==> src/rtl/dwg_pkg.sv <==
package dwg_pkg;

    localparam int EXT_LINES = 5;

    localparam logic [2:0] TSEL_EXT0 = 3'b000;
    localparam logic [2:0] TSEL_EXT1 = 3'b001;
    localparam logic [2:0] TSEL_EXT2 = 3'b010;
    localparam logic [2:0] TSEL_EXT3 = 3'b101;
    localparam logic [2:0] TSEL_EXT4 = 3'b110;
    localparam logic [2:0] TSEL_SOFT = 3'b111;

    typedef enum logic [1:0] {
        ST_OFF    = 2'd0,
        ST_DIRECT = 2'd1,
        ST_ARMED  = 2'd2
    } run_state_e;

    typedef enum logic {
        TRI_RISE = 1'b0,
        TRI_FALL = 1'b1
    } tri_dir_e;

endpackage

==> src/rtl/dwg_trig_mux.sv <==
module dwg_trig_mux
    import dwg_pkg::*;
(
    input  logic [2:0]           sel,
    input  logic [EXT_LINES-1:0] ext,
    input  logic                 sw,
    output logic                 hit
);

    always_comb begin
        unique case (sel)
            TSEL_EXT0: hit = ext[0];
            TSEL_EXT1: hit = ext[1];
            TSEL_EXT2: hit = ext[2];
            TSEL_EXT3: hit = ext[3];
            TSEL_EXT4: hit = ext[4];
            TSEL_SOFT: hit = sw;
            default:   hit = 1'b0;   // reserved codes never fire
        endcase
    end

endmodule

==> src/rtl/dwg_lfsr.sv <==
module dwg_lfsr #(
    parameter int           W    = 12,
    parameter logic [W-1:0] SEED = 12'hAAA,
    parameter logic [W-1:0] TAPS = 12'h829
) (
    input  logic         clk,
    input  logic         rst_n,
    input  logic         step,
    output logic [W-1:0] nxt
);

    logic [W-1:0] q;

    assign nxt = {q[W-2:0], ^(q & TAPS)};

    always_ff @(posedge clk) begin
        if (!rst_n) begin
            q <= SEED;
        end else if (step) begin
            q <= nxt;
        end
    end

    // a nonzero seed under an invertible shift can never reach zero
    p_lfsr_nonzero_r3: assert property (@(posedge clk) disable iff (!rst_n)
        q != '0);

endmodule

==> src/rtl/dwg_triangle.sv <==
module dwg_triangle
    import dwg_pkg::*;
#(
    parameter int W = 12
) (
    input  logic         clk,
    input  logic         rst_n,
    input  logic         step,
    input  logic [W-1:0] amp,
    output logic [W-1:0] cnt_nxt
);

    logic [W-1:0] cnt_q;
    tri_dir_e     dir_q, dir_d;

    always_comb begin
        cnt_nxt = cnt_q;
        dir_d   = dir_q;
        unique case (dir_q)
            TRI_RISE: begin
                if (cnt_q >= amp) begin
                    cnt_nxt = cnt_q - 1'b1;
                    dir_d   = TRI_FALL;
                end else begin
                    cnt_nxt = cnt_q + 1'b1;
                end
            end
            TRI_FALL: begin
                if (cnt_q == '0) begin
                    cnt_nxt = W'(1);
                    dir_d   = TRI_RISE;
                end else begin
                    cnt_nxt = cnt_q - 1'b1;
                end
            end
            default: begin
                cnt_nxt = '0;
                dir_d   = TRI_RISE;
            end
        endcase
    end

    always_ff @(posedge clk) begin
        if (!rst_n) begin
            cnt_q <= '0;
            dir_q <= TRI_RISE;
        end else if (step) begin
            cnt_q <= cnt_nxt;
            dir_q <= dir_d;
        end
    end

    // every step moves the count by exactly one
    p_tri_unit_step_r4: assert property (@(posedge clk) disable iff (!rst_n)
        step |=> ((cnt_q - $past(cnt_q)) == W'(1)) || (($past(cnt_q) - cnt_q) == W'(1)));

endmodule

==> src/rtl/dac_wave_pacer.sv <==
module dac_wave_pacer
    import dwg_pkg::*;
#(
    parameter int              DATA_W    = 12,
    parameter int              WID_W     = 4,
    parameter logic [DATA_W-1:0] LFSR_SEED = 12'hAAA,
    parameter logic [DATA_W-1:0] LFSR_TAPS = 12'h829
) (
    input  logic                 clk,
    input  logic                 rst_n,
    input  logic                 chan_en,
    input  logic                 buf_off,
    input  logic [DATA_W-1:0]    base_data,
    input  logic [1:0]           wave_mode,
    input  logic [WID_W-1:0]     wave_width,
    input  logic                 trig_en,
    input  logic [2:0]           trig_sel,
    input  logic [EXT_LINES-1:0] ext_trig,
    input  logic                 sw_trig,
    output logic [DATA_W-1:0]    dac_code,
    output logic                 dac_update,
    output logic                 chan_en_out,
    output logic                 buf_off_out
);

    localparam int SUM_W = DATA_W + 1;

    run_state_e        state_q, state_d;
    logic              hit, fire;
    logic              lfsr_step, tri_step;
    logic [DATA_W-1:0] wmask, lfsr_nxt, tri_nxt, wave_add, clipped;
    logic [SUM_W-1:0]  sum;

    assign chan_en_out = chan_en;
    assign buf_off_out = buf_off;

    dwg_trig_mux u_mux (
        .sel (trig_sel),
        .ext (ext_trig),
        .sw  (sw_trig),
        .hit (hit)
    );

    // bits [k:0] set, which saturates at the full word for large k
    always_comb begin
        wmask = '0;
        for (int i = 0; i < DATA_W; i++) begin
            if (i <= int'(wave_width)) wmask[i] = 1'b1;
        end
    end

    assign fire      = (state_q == ST_ARMED) && hit;
    assign lfsr_step = fire && (wave_mode == 2'b01);
    assign tri_step  = fire && wave_mode[1];

    dwg_lfsr #(
        .W    (DATA_W),
        .SEED (LFSR_SEED),
        .TAPS (LFSR_TAPS)
    ) u_lfsr (
        .clk   (clk),
        .rst_n (rst_n),
        .step  (lfsr_step),
        .nxt   (lfsr_nxt)
    );

    dwg_triangle #(
        .W (DATA_W)
    ) u_tri (
        .clk     (clk),
        .rst_n   (rst_n),
        .step    (tri_step),
        .amp     (wmask),
        .cnt_nxt (tri_nxt)
    );

    always_comb begin
        unique case (wave_mode)
            2'b00:   wave_add = '0;
            2'b01:   wave_add = lfsr_nxt & wmask;
            default: wave_add = tri_nxt;
        endcase
    end

    assign sum     = {1'b0, base_data} + {1'b0, wave_add};
    assign clipped = sum[DATA_W] ? '1 : sum[DATA_W-1:0];

    // next-state decision
    always_comb begin
        if (!chan_en) begin
            state_d = ST_OFF;
        end else if (trig_en) begin
            state_d = ST_ARMED;
        end else begin
            state_d = ST_DIRECT;
        end
    end

    // state register
    always_ff @(posedge clk) begin
        if (!rst_n) begin
            state_q <= ST_OFF;
        end else begin
            state_q <= state_d;
        end
    end

    // output process
    always_ff @(posedge clk) begin
        if (!rst_n) begin
            dac_code   <= '0;
            dac_update <= 1'b0;
        end else begin
            unique case (state_q)
                ST_OFF: begin
                    dac_update <= 1'b0;
                end
                ST_DIRECT: begin
                    dac_code   <= base_data;
                    dac_update <= (base_data != dac_code);
                end
                ST_ARMED: begin
                    dac_update <= fire;
                    if (fire) dac_code <= clipped;
                end
                default: begin
                    dac_update <= 1'b0;
                end
            endcase
        end
    end

    // a disabled channel is silent and holds its code
    p_off_quiet_r9: assert property (@(posedge clk) disable iff (!rst_n)
        (state_q == ST_OFF) |=> (!dac_update && $stable(dac_code)));

    // free-running state copies the base one clock later
    p_direct_follow_r8: assert property (@(posedge clk) disable iff (!rst_n)
        (state_q == ST_DIRECT) |=> (dac_code == $past(base_data)));

    // reserved select codes never update
    p_reserved_silent_r7: assert property (@(posedge clk) disable iff (!rst_n)
        ((state_q == ST_ARMED) && ((trig_sel == 3'b011) || (trig_sel == 3'b100))) |=> !dac_update);

    // armed channel updates only on a selected pulse
    p_update_source_r6: assert property (@(posedge clk) disable iff (!rst_n)
        ((state_q == ST_ARMED) && !hit) |=> !dac_update);

    // a triggered load never wraps below the base
    p_no_wrap_r5: assert property (@(posedge clk) disable iff (!rst_n)
        fire |=> (dac_update && (dac_code >= $past(base_data))));

endmodule

==> config.mk <==
export PLATFORM = sky130hd
export DESIGN_NAME = dac_wave_pacer
export DESIGN_NICKNAME = d
export VERILOG_FILES = /design/src/rtl/dwg_pkg.sv /design/src/rtl/dwg_trig_mux.sv /design/src/rtl/dwg_lfsr.sv /design/src/rtl/dwg_triangle.sv /design/src/rtl/dac_wave_pacer.sv
export SDC_FILE = /design/constraint.sdc
export NUM_CORES = 1
export LEC_CHECK = 0
export ABC_CLOCK_PERIOD_IN_PS = 5400
export BUFFER_PORTS_ARGS = -buffer_cell sky130_fd_sc_hd__buf_2
export CAP_MARGIN = 20
export CORE_MARGIN = 2
export CORE_UTILIZATION = 27
export DETAILED_ROUTE_END_ITERATION = 12
export PLACE_DENSITY = 0.4
export REMOVE_ABC_BUFFERS = 1
export SLEW_MARGIN = 30
export SYNTH_ARGS = -nofsm -noshare
export SYNTH_HDL_FRONTEND = slang
export SYNTH_SLANG_ARGS = --single-unit
==> constraint.sdc <==
create_clock -name clk -period 5.4 [get_ports clk]
set_clock_uncertainty 0.05 [all_clocks]
set_input_delay 0.27 -clock clk [delete_from_list [all_inputs] [get_ports clk]]
set_output_delay 0.27 -clock clk [all_outputs]
set_load 0.03 [all_outputs]
==> impl_metrics.py, run 1 <==
metrics = {
    "critical_path": {
        "worstSetupEndpointType": "flop",
        "critPathTopFamily": "compound AO/OA/AOI/OAI gates",
        "cp_slowest_stage_delay_ns": 0.37,
        "timing.rr.end": "dac_code[0]",
        "r2r_slack_ns": 0.86,
        "start_kind": "primary input",
        "worstPathArrival_ns": 4.80,
        "reg2reg_from": "u_tri.cnt_q[2]",
        "rr_worst_depth": 19,
        "critPathMaxFanout": 16,
        "cp_common_cell": "buf_4",
        "path_buf_inv": 4,
        "required_ns": 5.57,
        "path_class": "primary input to flop",
        "path_cells": "buf_2 > or2_2 > o21ai_0 > ha_1 > and3_1 > a221o_1 > a21oi_2 > nand3b_2 > buf_4 > nand2_1 > o21ai_0 > a32o_1 > ha_1 > o211ai_1 > a21oi_1 > a211oi_1 > buf_4 > o311ai_1 > nor2b_1 > buf_4 > o221ai_1 > a21oi_1",
        "cp_slowest_cell": "ha_1",
    },
    "clock_tree": {
        "cts_buffers": 5,
        "cts.sinks": 40,
        "cts_tree": "built",
        "postCtsSetupRepairBufs": 0,
        "clk_path_buf_depth": 2,
        "clk_pin_slew_worst_paths_ns": 0.07,
        "hold_buffers": 0,
        "cts-root-buf": "clkbuf_16",
        "insertion_delay_ns": 0.29,
        "cts-htree-levels": 2,
        "cts-resized-gates": 0,
    },
    "logic_synthesis": {
        "synth_top_family_by_area": "simple AND/OR/NAND/NOR gates",
        "synth_cell_types": 67,
        "synth_seq_area_share_pct": 22.3,
        "synth-edff-count": 0,
        "synthMuxAreaShare_pct": 3.35,
        "ys_ff_latch": 40,
        "synth_fa_ha_area_share_pct": 10.3,
        "synth_xor_area_share_pct": 8.30,
        "synthesis.area_um2": 3590,
        "synth-async-reset-ratio_pct": 0,
        "synth_cells": 473,
        "synth-simple-area-share_pct": 25.6,
        "synth_compound_area_share_pct": 24.0,
        "synth_warnings": 0,
        "ys.flop_type": "dfxtp_1",
        "avgSynthCellArea_um2": 7.59,
    },
    "power": {
        "power_mw": 0.813,
        "power_density_nw_per_um2": 200,
        "leakagePower_nw": 1.70,
        "ir_drop_mv": 0.107,
    },
    "timing": {
        "tightest_slew_ns": 0.715,
        "hold_viol": 0,
        "fin_crit_ns": 4.63,
        "max_freq_ghz": 0.216,
        "setup_violations": 0,
        "final.period_utilization_pct": 85.8,
        "worst_hold_slack_ns": 0.0910,
        "slew_violations": 0,
        "rsz0062_at_grt": "false",
        "slew_headroom_pct": 52.2,
        "setup_tns_ns": 0,
    },
    "hold_path": {
        "holdPathEnd": "state_q[0]",
        "hold_class": "primary input to flop",
        "min_path_cells": 2,
        "worstHoldStart": "trig_en",
    },
    "place": {
        "dp_hpwl_mm": 8.78,
        "place_congestion": 0.814,
        "port_buffers": 44,
        "dp.cells": 666,
    },
    "status": {
        "status": "completed",
    },
    "grt": {
        "grt_max_degree": 20,
        "grt_overflow": 0,
        "antenna_found_initial": 0,
        "track_usage_pct": 16.5,
        "grt_pass1_vias": 3391,
        "grt_pass1_wl_mm": 18.5,
    },
    "floorplanning": {
        "fp.dieW_um": 119,
        "die_y_um": 119,
        "die-area_um2": 14200,
        "core_um2": 13100,
        "ios": 47,
        "rows": 42,
        "start_util_pct": 27.3,
    },
    "layout": {
        "fill_cells": 1446,
        "diodes": 0,
        "synthToLayoutAreaGrowth_pct": 13.4,
        "final_nets": 558,
        "stdcell_count": 674,
        "drive_above_1_share_pct": 14.7,
    },
    "drt": {
        "dr.pass1.iters": 4,
        "ant_nets": 0,
        "drt-total-wl_mm": 11.5,
        "viasPerCell": 5.17,
        "detail_route.iter0.violations": 183,
        "vias": 3485,
        "avgRoutedWirePerCell_um": 17.1,
        "drc": 0,
    },
    "flow_run": {
        "max-cap-violations": 0,
    },
}
[sequential cells by signal (all words and copies together), names as in the netlist]
signal / cells
u_tri.cnt_q: 12
dac_code: 12
u_lfsr.q: 12
state_q: 2
dac_update: 1
u_tri.dir_q: 1
[cells in the mapped netlist, drive strengths merged (4+ instances only)]
library cell / n / share of area [%]
ha: 28 / 9.8
mux2i: 12 / 3.3
nand3: 23 / 3.2
o21ai: 27 / 3.8
nor3: 10 / 1.4
a31oi: 8 / 1.4
o221ai: 10 / 2.4
nor2b: 7 / 1.2
a211oi: 7 / 1.8
and3: 7 / 1.2
nor4: 8 / 2.0
nor2: 31 / 3.3
xor2: 21 / 5.1
dfxtp: 40 / 22
clkbuf: 18 / 1.9
a21oi: 36 / 5.1
xnor2: 13 / 3.2
o2bb2ai: 4 / 0.98
nor3b: 4 / 0.98
a32o: 4 / 1.1
nand2: 62 / 6.5
and2: 4 / 0.70
nand2b: 5 / 0.87
inv: 14 / 1.5
buf: 16 / 2.7
nand3b: 4 / 0.94
nand4: 7 / 1.2
[worst register-to-register path: cells and delay by family (launching register included)]
family / cells / cell delay [ns]
compound gates: 11 / 1.92
fa+ha+maj: 2 / 0.70
buf+inv: 3 / 0.65
simple gates: 3 / 0.59
flops: 1 / 0.59
[logic make-up (layout without fill, tap and decap cells)]
kind of cell,Yosys count,count (layout)
simple gates,182,182
xor+xnor,34,34
fa+ha+maj,29,29
compound gates,127,127
mux,12,12
flops,40,40
buf+inv,49,74
[through the flow]
step | worst slack (ns) | area [µm²] | utilization (%)
after floorplan | 0.807 | 3420 | -
after global placement | 0.599 | 3920 | 29.8
after detailed placement | 0.521 | 3920 | 29.8
after CTS | 0.791 | 4070 | 31.0
after global routing | 0.471 | 4070 | 31.0
final | 0.766 | 4070 | 31.0
[final cells by class]
| class | count | area [µm²] | area share [%] |
|---|---|---|---|
| multi-input combinational | 384 | 2570 | 63.1 |
| clock inverter | 2 | 15.0 | 0.369 |
| inverter | 15 | 56.3 | 1.38 |
| tap | 176 | 220 | 5.41 |
| timing repair buffer | 51 | 273 | 6.70 |
| sequential | 40 | 801 | 19.7 |
| clock buffer | 6 | 139 | 3.41 |
[report_power, final]
group	internal, mW	switching (mW)
combinational	0.0681	0.111
sequential	0.303	0.0101
clock	0.184	0.136
[placed cells by master, fill, tap and decap left out, drive strengths merged, types with 8 or more instances in the layout]
| master | Yosys | routed |
|---|---|---|
| o221ai | 10 | 10 |
| xor2 | 21 | 21 |
| buf | 16 | 51 |
| inv | 14 | 14 |
| nor2 | 31 | 31 |
| mux2i | 12 | 12 |
| xnor2 | 13 | 13 |
| o21ai | 27 | 27 |
| nor3 | 10 | 10 |
| nor4 | 8 | 8 |
| dfxtp | 40 | 40 |
| a31oi | 8 | 8 |
| a21oi | 36 | 36 |
| ha | 28 | 28 |
| nand3 | 23 | 23 |
| nand2 | 62 | 62 |
[per-layer routing]
metal  track usage (%)  routed length (µm)  vias to the layer above
met5                 0                   0                        -
met4              4.85                 184                        0
met3              2.30                 421                       10
met2              27.7                5400                       85
met1              21.9                5530                     1623
li1                  -                   -                     1767
[worst max-delay path by stage]
stage                             start          end  cells past startpoint
after floorplan           wave_width[0]  dac_code[0]                     17
after global placement    wave_width[1]  dac_code[4]                     20
after detailed placement  wave_width[1]  dac_code[5]                     22
after CTS                 wave_width[1]  dac_code[0]                     22
after global routing      wave_width[1]  dac_code[0]                     22
final                     wave_width[1]  dac_code[0]                     22
Power figures use the tool's default switching activity.
==> run 2, diff against run 1 <==
MAX_ROUTING_LAYER = met4   (was not set)
==> run 2 against run 1 <==
  * Routed wire length down 0.22%
  * Sequential share of layout area unchanged
  * Largest cell class unchanged
  * Count of clock-buffer cells in the layout unchanged
  * Final cell count unchanged
  * First-iteration DRC count unchanged
==> impl_metrics.py, run 2 (synthesized netlist as in run 1, its figures left out) <==
metrics = {
    "critical_path": {
        "path_cells": "buf_2 > or2_2 > o21ai_0 > ha_1 > and3_1 > a221o_1 > a21oi_2 > nand3b_2 > buf_4 > nand2_1 > o21ai_0 > a32o_1 > ha_1 > o211ai_1 > a21oi_1 > a211oi_1 > buf_4 > o311ai_1 > nor2b_1 > buf_4 > o221ai_1 > a21oi_1",
        "path_class": "primary input to flop",
        "cp_common_cell": "buf_4",
        "cp_slowest_stage_delay_ns": 0.37,
        "worstPathArrival_ns": 4.81,
        "required_ns": 5.57,
        "start_kind": "primary input",
        "critPathTopFamily": "compound AO/OA/AOI/OAI gates",
        "path_buf_inv": 4,
        "critPathMaxFanout": 16,
        "worstSetupEndpointType": "flop",
        "r2r_slack_ns": 0.85,
        "cp_slowest_cell": "ha_1",
    },
    "clock_tree": {
        "cts-htree-levels": 2,
        "cts_buffers": 5,
        "cts-resized-gates": 0,
        "insertion_delay_ns": 0.30,
        "cts.sinks": 40,
        "cts-root-buf": "clkbuf_16",
        "cts_tree": "built",
        "postCtsSetupRepairBufs": 0,
        "clk_path_buf_depth": 2,
        "hold_buffers": 0,
        "clk_pin_slew_worst_paths_ns": 0.07,
    },
    "floorplanning": {
        "fp.dieW_um": 119,
        "core_um2": 13100,
        "start_util_pct": 27.3,
        "die-area_um2": 14200,
        "rows": 42,
        "ios": 47,
        "die_y_um": 119,
    },
    "timing": {
        "fin_crit_ns": 4.64,
        "tightest_slew_ns": 0.717,
        "hold_viol": 0,
        "rsz0062_at_grt": "false",
        "final.period_utilization_pct": 85.9,
        "slew_headroom_pct": 52.1,
        "max_freq_ghz": 0.216,
        "worst_hold_slack_ns": 0.0877,
        "slew_violations": 0,
        "setup_tns_ns": 0,
        "setup_violations": 0,
    },
    "layout": {
        "utilization_pct": 31.0,
        "stdcell_count": 674,
        "drive_above_1_share_pct": 14.7,
        "reg_top3": "dac_code: 12 flops, u_lfsr.q: 12 flops, u_tri.cnt_q: 12 flops",
        "layout_commonest_cell": "nand2_1",
        "diodes": 0,
        "final_nets": 558,
        "final_cell_mix": "nand2_1, buf_2, dfxtp_1",
        "synthToLayoutAreaGrowth_pct": 13.4,
    },
    "grt": {
        "track_usage_pct": 17.0,
        "grt_max_degree": 20,
        "grt_overflow": 0,
        "antenna_found_initial": 0,
        "grt_pass1_vias": 3393,
        "grt_pass1_wl_mm": 18.5,
    },
    "drt": {
        "dr.pass1.iters": 5,
        "ant_nets": 0,
        "vias": 3518,
        "drt-total-wl_mm": 11.5,
        "drc": 0,
        "detail_route.iter0.violations": 183,
        "avgRoutedWirePerCell_um": 17.1,
        "viasPerCell": 5.22,
    },
    "flow_run": {
        "max-cap-violations": 0,
    },
    "place": {
        "dp.cells": 666,
        "dp_hpwl_mm": 8.78,
        "place_congestion": 0.827,
        "port_buffers": 44,
    },
    "status": {
        "status": "completed",
    },
    "power": {
        "power_mw": 0.815,
        "leakagePower_nw": 1.70,
        "ir_drop_mv": 0.108,
        "power_density_nw_per_um2": 200,
    },
    "hold_path": {
        "hold_class": "primary input to flop",
    },
}
==> run 2: worst paths after layout <==
check / start / to / cells past startpoint
min: trig_en / state_q[0] / 2
max reg2reg: u_tri.cnt_q[2] / dac_code[0] / 19
max: wave_width[1] / dac_code[0] / 22
min reg2reg: u_lfsr.q[9] / u_lfsr.q[10] / 2
==> run 2: area by class of cell <==
class                      instances  area, µm²
clock inverter                     2       15.0
sequential                        40        801
timing repair buffer              51        273
clock buffer                       6        139
tap                              176        220
inverter                          15       56.3
multi-input combinational        384       2570
fill                            1446       9070
==> run 2: through the flow <==
stage,instance area [µm²],worst slack (ns)
2_1_floorplan,3420,0.807
3_3_place_gp,3920,0.599
3_5_place_dp,3920,0.521
4_1_cts,4070,0.791
5_1_grt,4070,0.471
6_report,4070,0.762
==> run 2: metal layers <==
layer	GRT usage, %	part of all wire (%)	up-vias
li1	-	-	1766
met2	27.7	47	98
met3	2.25	4.1	13
met1	22.0	47	1641
met4	4.85	2.0	0
met5	-	0	-
==> run 2: where the power goes <==
part	internal (mW)	switching (mW)	total [mW]	leakage [nW]
combinational	0.0681	0.111	0.179	1.31
clock	0.184	0.138	0.323	0.0691
sequential	0.303	0.0102	0.313	0.324
==> run 2: worst register-to-register path: stages, from the launching register on <==
cell and delay, ns:
dfxtp_1 0.58, ha_1 0.33, a21oi_1 0.17, a21oi_1 0.10
o21ai_0 0.35, nand3b_2 0.33, buf_4 0.30, nand2_1 0.06
o21ai_0 0.10, a32o_1 0.24, ha_1 0.37, o211ai_1 0.11
a21oi_1 0.13, a211oi_1 0.07, buf_4 0.16, o311ai_1 0.34
nor2b_1 0.19, buf_4 0.19, o221ai_1 0.13, a21oi_1 0.17
==> run 3, diff against run 2 <==
ABC_AREA = 1   (was not set)
==> run 3 against run 2 <==
  * Non-clock buffer count is 7 lower
  * Worst hold slack worse by 0.010 ns
  * Setup slack better by 0.88 ns
  * Count of clock-buffer cells in the layout is 1 lower
  * Cell area is 6.8% higher
  * Final cell count is 28% higher
  * Core utilization is 0.33 points higher
  * First-iteration DRC count is 4.4% higher
  * Register-to-register slack better by 0.79 ns
  * Global-route usage is 1.2 points higher
  * Largest power group unchanged
  * Highest routed layer unchanged
==> impl_metrics.py, run 3 <==
metrics = {
    "timing": {
        "tightest_slew_ns": 0.651,
        "fin_crit_ns": 3.76,
        "fin_ws_ns": 1.64,
        "final.period_utilization_pct": 69.6,
        "hold_viol": 0,
        "max_freq_ghz": 0.266,
        "slew_violations": 0,
        "setup_tns_ns": 0,
        "worst_hold_slack_ns": 0.0776,
        "setup_violations": 0,
        "rsz0062_at_grt": "false",
        "slew_headroom_pct": 56.5,
    },
    "logic_synthesis": {
        "synth_area_leader_cell": "nand2_1",
        "synth-edff-count": 0,
        "ys_ff_latch": 40,
        "avgSynthCellArea_um2": 5.93,
        "synth_cell_types": 36,
        "synth_area_leaders": "nand2_1, dfxtp_1, ha_1",
        "netlist_top_cells_count": "nand2_1, inv_1, nand3_1",
        "yosysMostFrequentCell": "nand2_1",
        "synth_cells": 647,
        "ys.flop_type": "dfxtp_1",
        "yosysTopAreaCellShare_pct": 20.9,
        "synth_seq_area_share_pct": 20.9,
        "synth_warnings": 0,
        "synthesis.area_um2": 3840,
        "synth-async-reset-ratio_pct": 0,
    },
    "grt": {
        "antenna_found_initial": 0,
        "grt_pass1_wl_mm": 20.1,
        "grt_overflow": 0,
        "track_usage_pct": 18.1,
        "grt_max_degree": 28,
        "grt_pass1_vias": 3824,
    },
    "flow_run": {
        "max-cap-violations": 0,
    },
    "critical_path": {
        "required_ns": 5.52,
        "worstPathArrival_ns": 3.88,
        "r2r_slack_ns": 1.64,
        "path_class": "flop to flop",
        "cp.depth": 22,
        "critPathMaxFanout": 10,
        "reg2reg_from": "u_tri.cnt_q[5]",
        "path_cells": "ha_1 > nand2_1 > nand2_1 > nand2_1 > nand2_1 > nand2_1 > nand2_1 > nor2_1 > nand2_2 > nand3_1 > nand2_1 > nand2_1 > nand2_1 > ha_1 > nand2_1 > inv_1 > a21oi_1 > nand2_1 > a21oi_2 > nand2_1 > nand2_1 > a21oi_1",
        "worstSetupStartpoint": "u_tri.cnt_q[5]",
        "cp_slowest_cell": "dfxtp_1",
        "crit_path_end": "dac_code[8]",
        "path_buf_inv": 1,
        "rr_worst_depth": 22,
        "worstSetupEndpointType": "flop",
        "start_kind": "flop",
        "cp_common_cell": "nand2_1",
        "cp_slowest_stage_delay_ns": 0.64,
        "critPathTopFamily": "simple AND/OR/NAND/NOR gates",
        "timing.rr.end": "dac_code[8]",
    },
    "place": {
        "port_buffers": 44,
        "dp.cells": 853,
        "dp_hpwl_mm": 9.98,
        "place_congestion": 0.877,
        "dpl_cell_area_um2": 4180,
        "dp_slack_ns": 1.41,
    },
    "layout": {
        "layout_commonest_cell": "nand2_1",
        "diodes": 0,
        "stdcell_count": 861,
        "final_area_um2": 4350,
        "drive_above_1_share_pct": 10.4,
        "reg_top3": "dac_code: 12 flops, u_lfsr.q: 12 flops, u_tri.cnt_q: 12 flops",
        "utilization_pct": 31.3,
        "fill_cells": 1543,
        "final_cell_mix": "nand2_1, inv_1, nand3_1",
        "final_nets": 741,
        "synthToLayoutAreaGrowth_pct": 13.2,
    },
    "floorplanning": {
        "rows": 43,
        "die-area_um2": 15200,
        "ios": 47,
        "core_um2": 13900,
        "die_y_um": 123,
        "start_util_pct": 27.7,
        "fp.dieW_um": 123,
    },
    "clock_tree": {
        "postCtsSetupRepairBufs": 0,
        "clk_pin_slew_worst_paths_ns": 0.07,
        "cts_tree": "built",
        "hold_buffers": 0,
        "cts.sinks": 40,
        "cts-root-buf": "clkbuf_16",
        "insertion_delay_ns": 0.31,
        "cts-resized-gates": 0,
        "cts-htree-levels": 2,
        "clk_path_buf_depth": 2,
        "cts_buffers": 5,
    },
    "drt": {
        "viasPerCell": 4.64,
        "ant_nets": 0,
        "vias": 3995,
        "dr.pass1.iters": 5,
        "detail_route.iter0.violations": 191,
        "drc": 0,
        "drt-total-wl_mm": 12.7,
        "avgRoutedWirePerCell_um": 14.7,
    },
    "power": {
        "leakagePower_nw": 2.34,
        "power_density_nw_per_um2": 214,
        "ir_drop_mv": 0.119,
        "power_mw": 0.930,
    },
    "hold_path": {
        "hold_class": "primary input to flop",
    },
    "status": {
        "status": "completed",
    },
}
-- run 3: worst min path at each step --
stage	startpoint	end	slack [ns]	cells past startpoint
after global placement	trig_en	state_q[0]	0.39	2
after detailed placement	trig_en	state_q[0]	0.40	2
after floorplan	trig_en	state_q[0]	0.29	1
after CTS	trig_en	state_q[0]	0.07	2
final	trig_en	state_q[0]	0.08	2
after global routing	trig_en	state_q[0]	0.09	2
-- run 3: logic make-up after synthesis --
group,count (synthesis),synth area share (%)
DFF,40,20.9
buffers and inverters,111,11.9
adders and majority gates,29,9.64
xor gates and xnor gates,35,7.98
AOI/OAI and AO/OA,63,8.67
and+or+nand+nor,369,40.9
-- run 3: final cells by class --
class                      instances  area, µm²  area share, %
sequential                        40        801           18.4
multi-input combinational        496       2580           59.4
inverter                          93        349           8.03
tap                              180        225           5.18
clock buffer                       5        125           2.88
clock inverter                     3       46.3           1.06
timing repair buffer              44        220           5.06
-- run 3: worst register-to-register path, delay by kind of cell (launching register included) --
| family | cells | cell delay [ns] |
|---|---|---|
| AOI/OAI and AO/OA | 3 | 0.52 |
| adders and majority gates | 2 | 0.69 |
| buffers and inverters | 1 | 0.05 |
| DFF | 1 | 0.64 |
| and+or+nand+nor | 16 | 1.67 |
-- run 3: routing by layer --
metal / track usage, % / up-vias / wire [µm]
met5: - / - / 0
met4: 6.04 / 0 / 263
met3: 2.44 / 14 / 361
met2: 27.8 / 60 / 5600
met1: 24.6 / 1823 / 6460
li1: - / 2098 / -
-- run 3: where the power goes --
part | total [mW] | internal (mW) | switching, mW
combinational | 0.238 | 0.0836 | 0.154
sequential | 0.319 | 0.305 | 0.0132
clock | 0.374 | 0.220 | 0.154
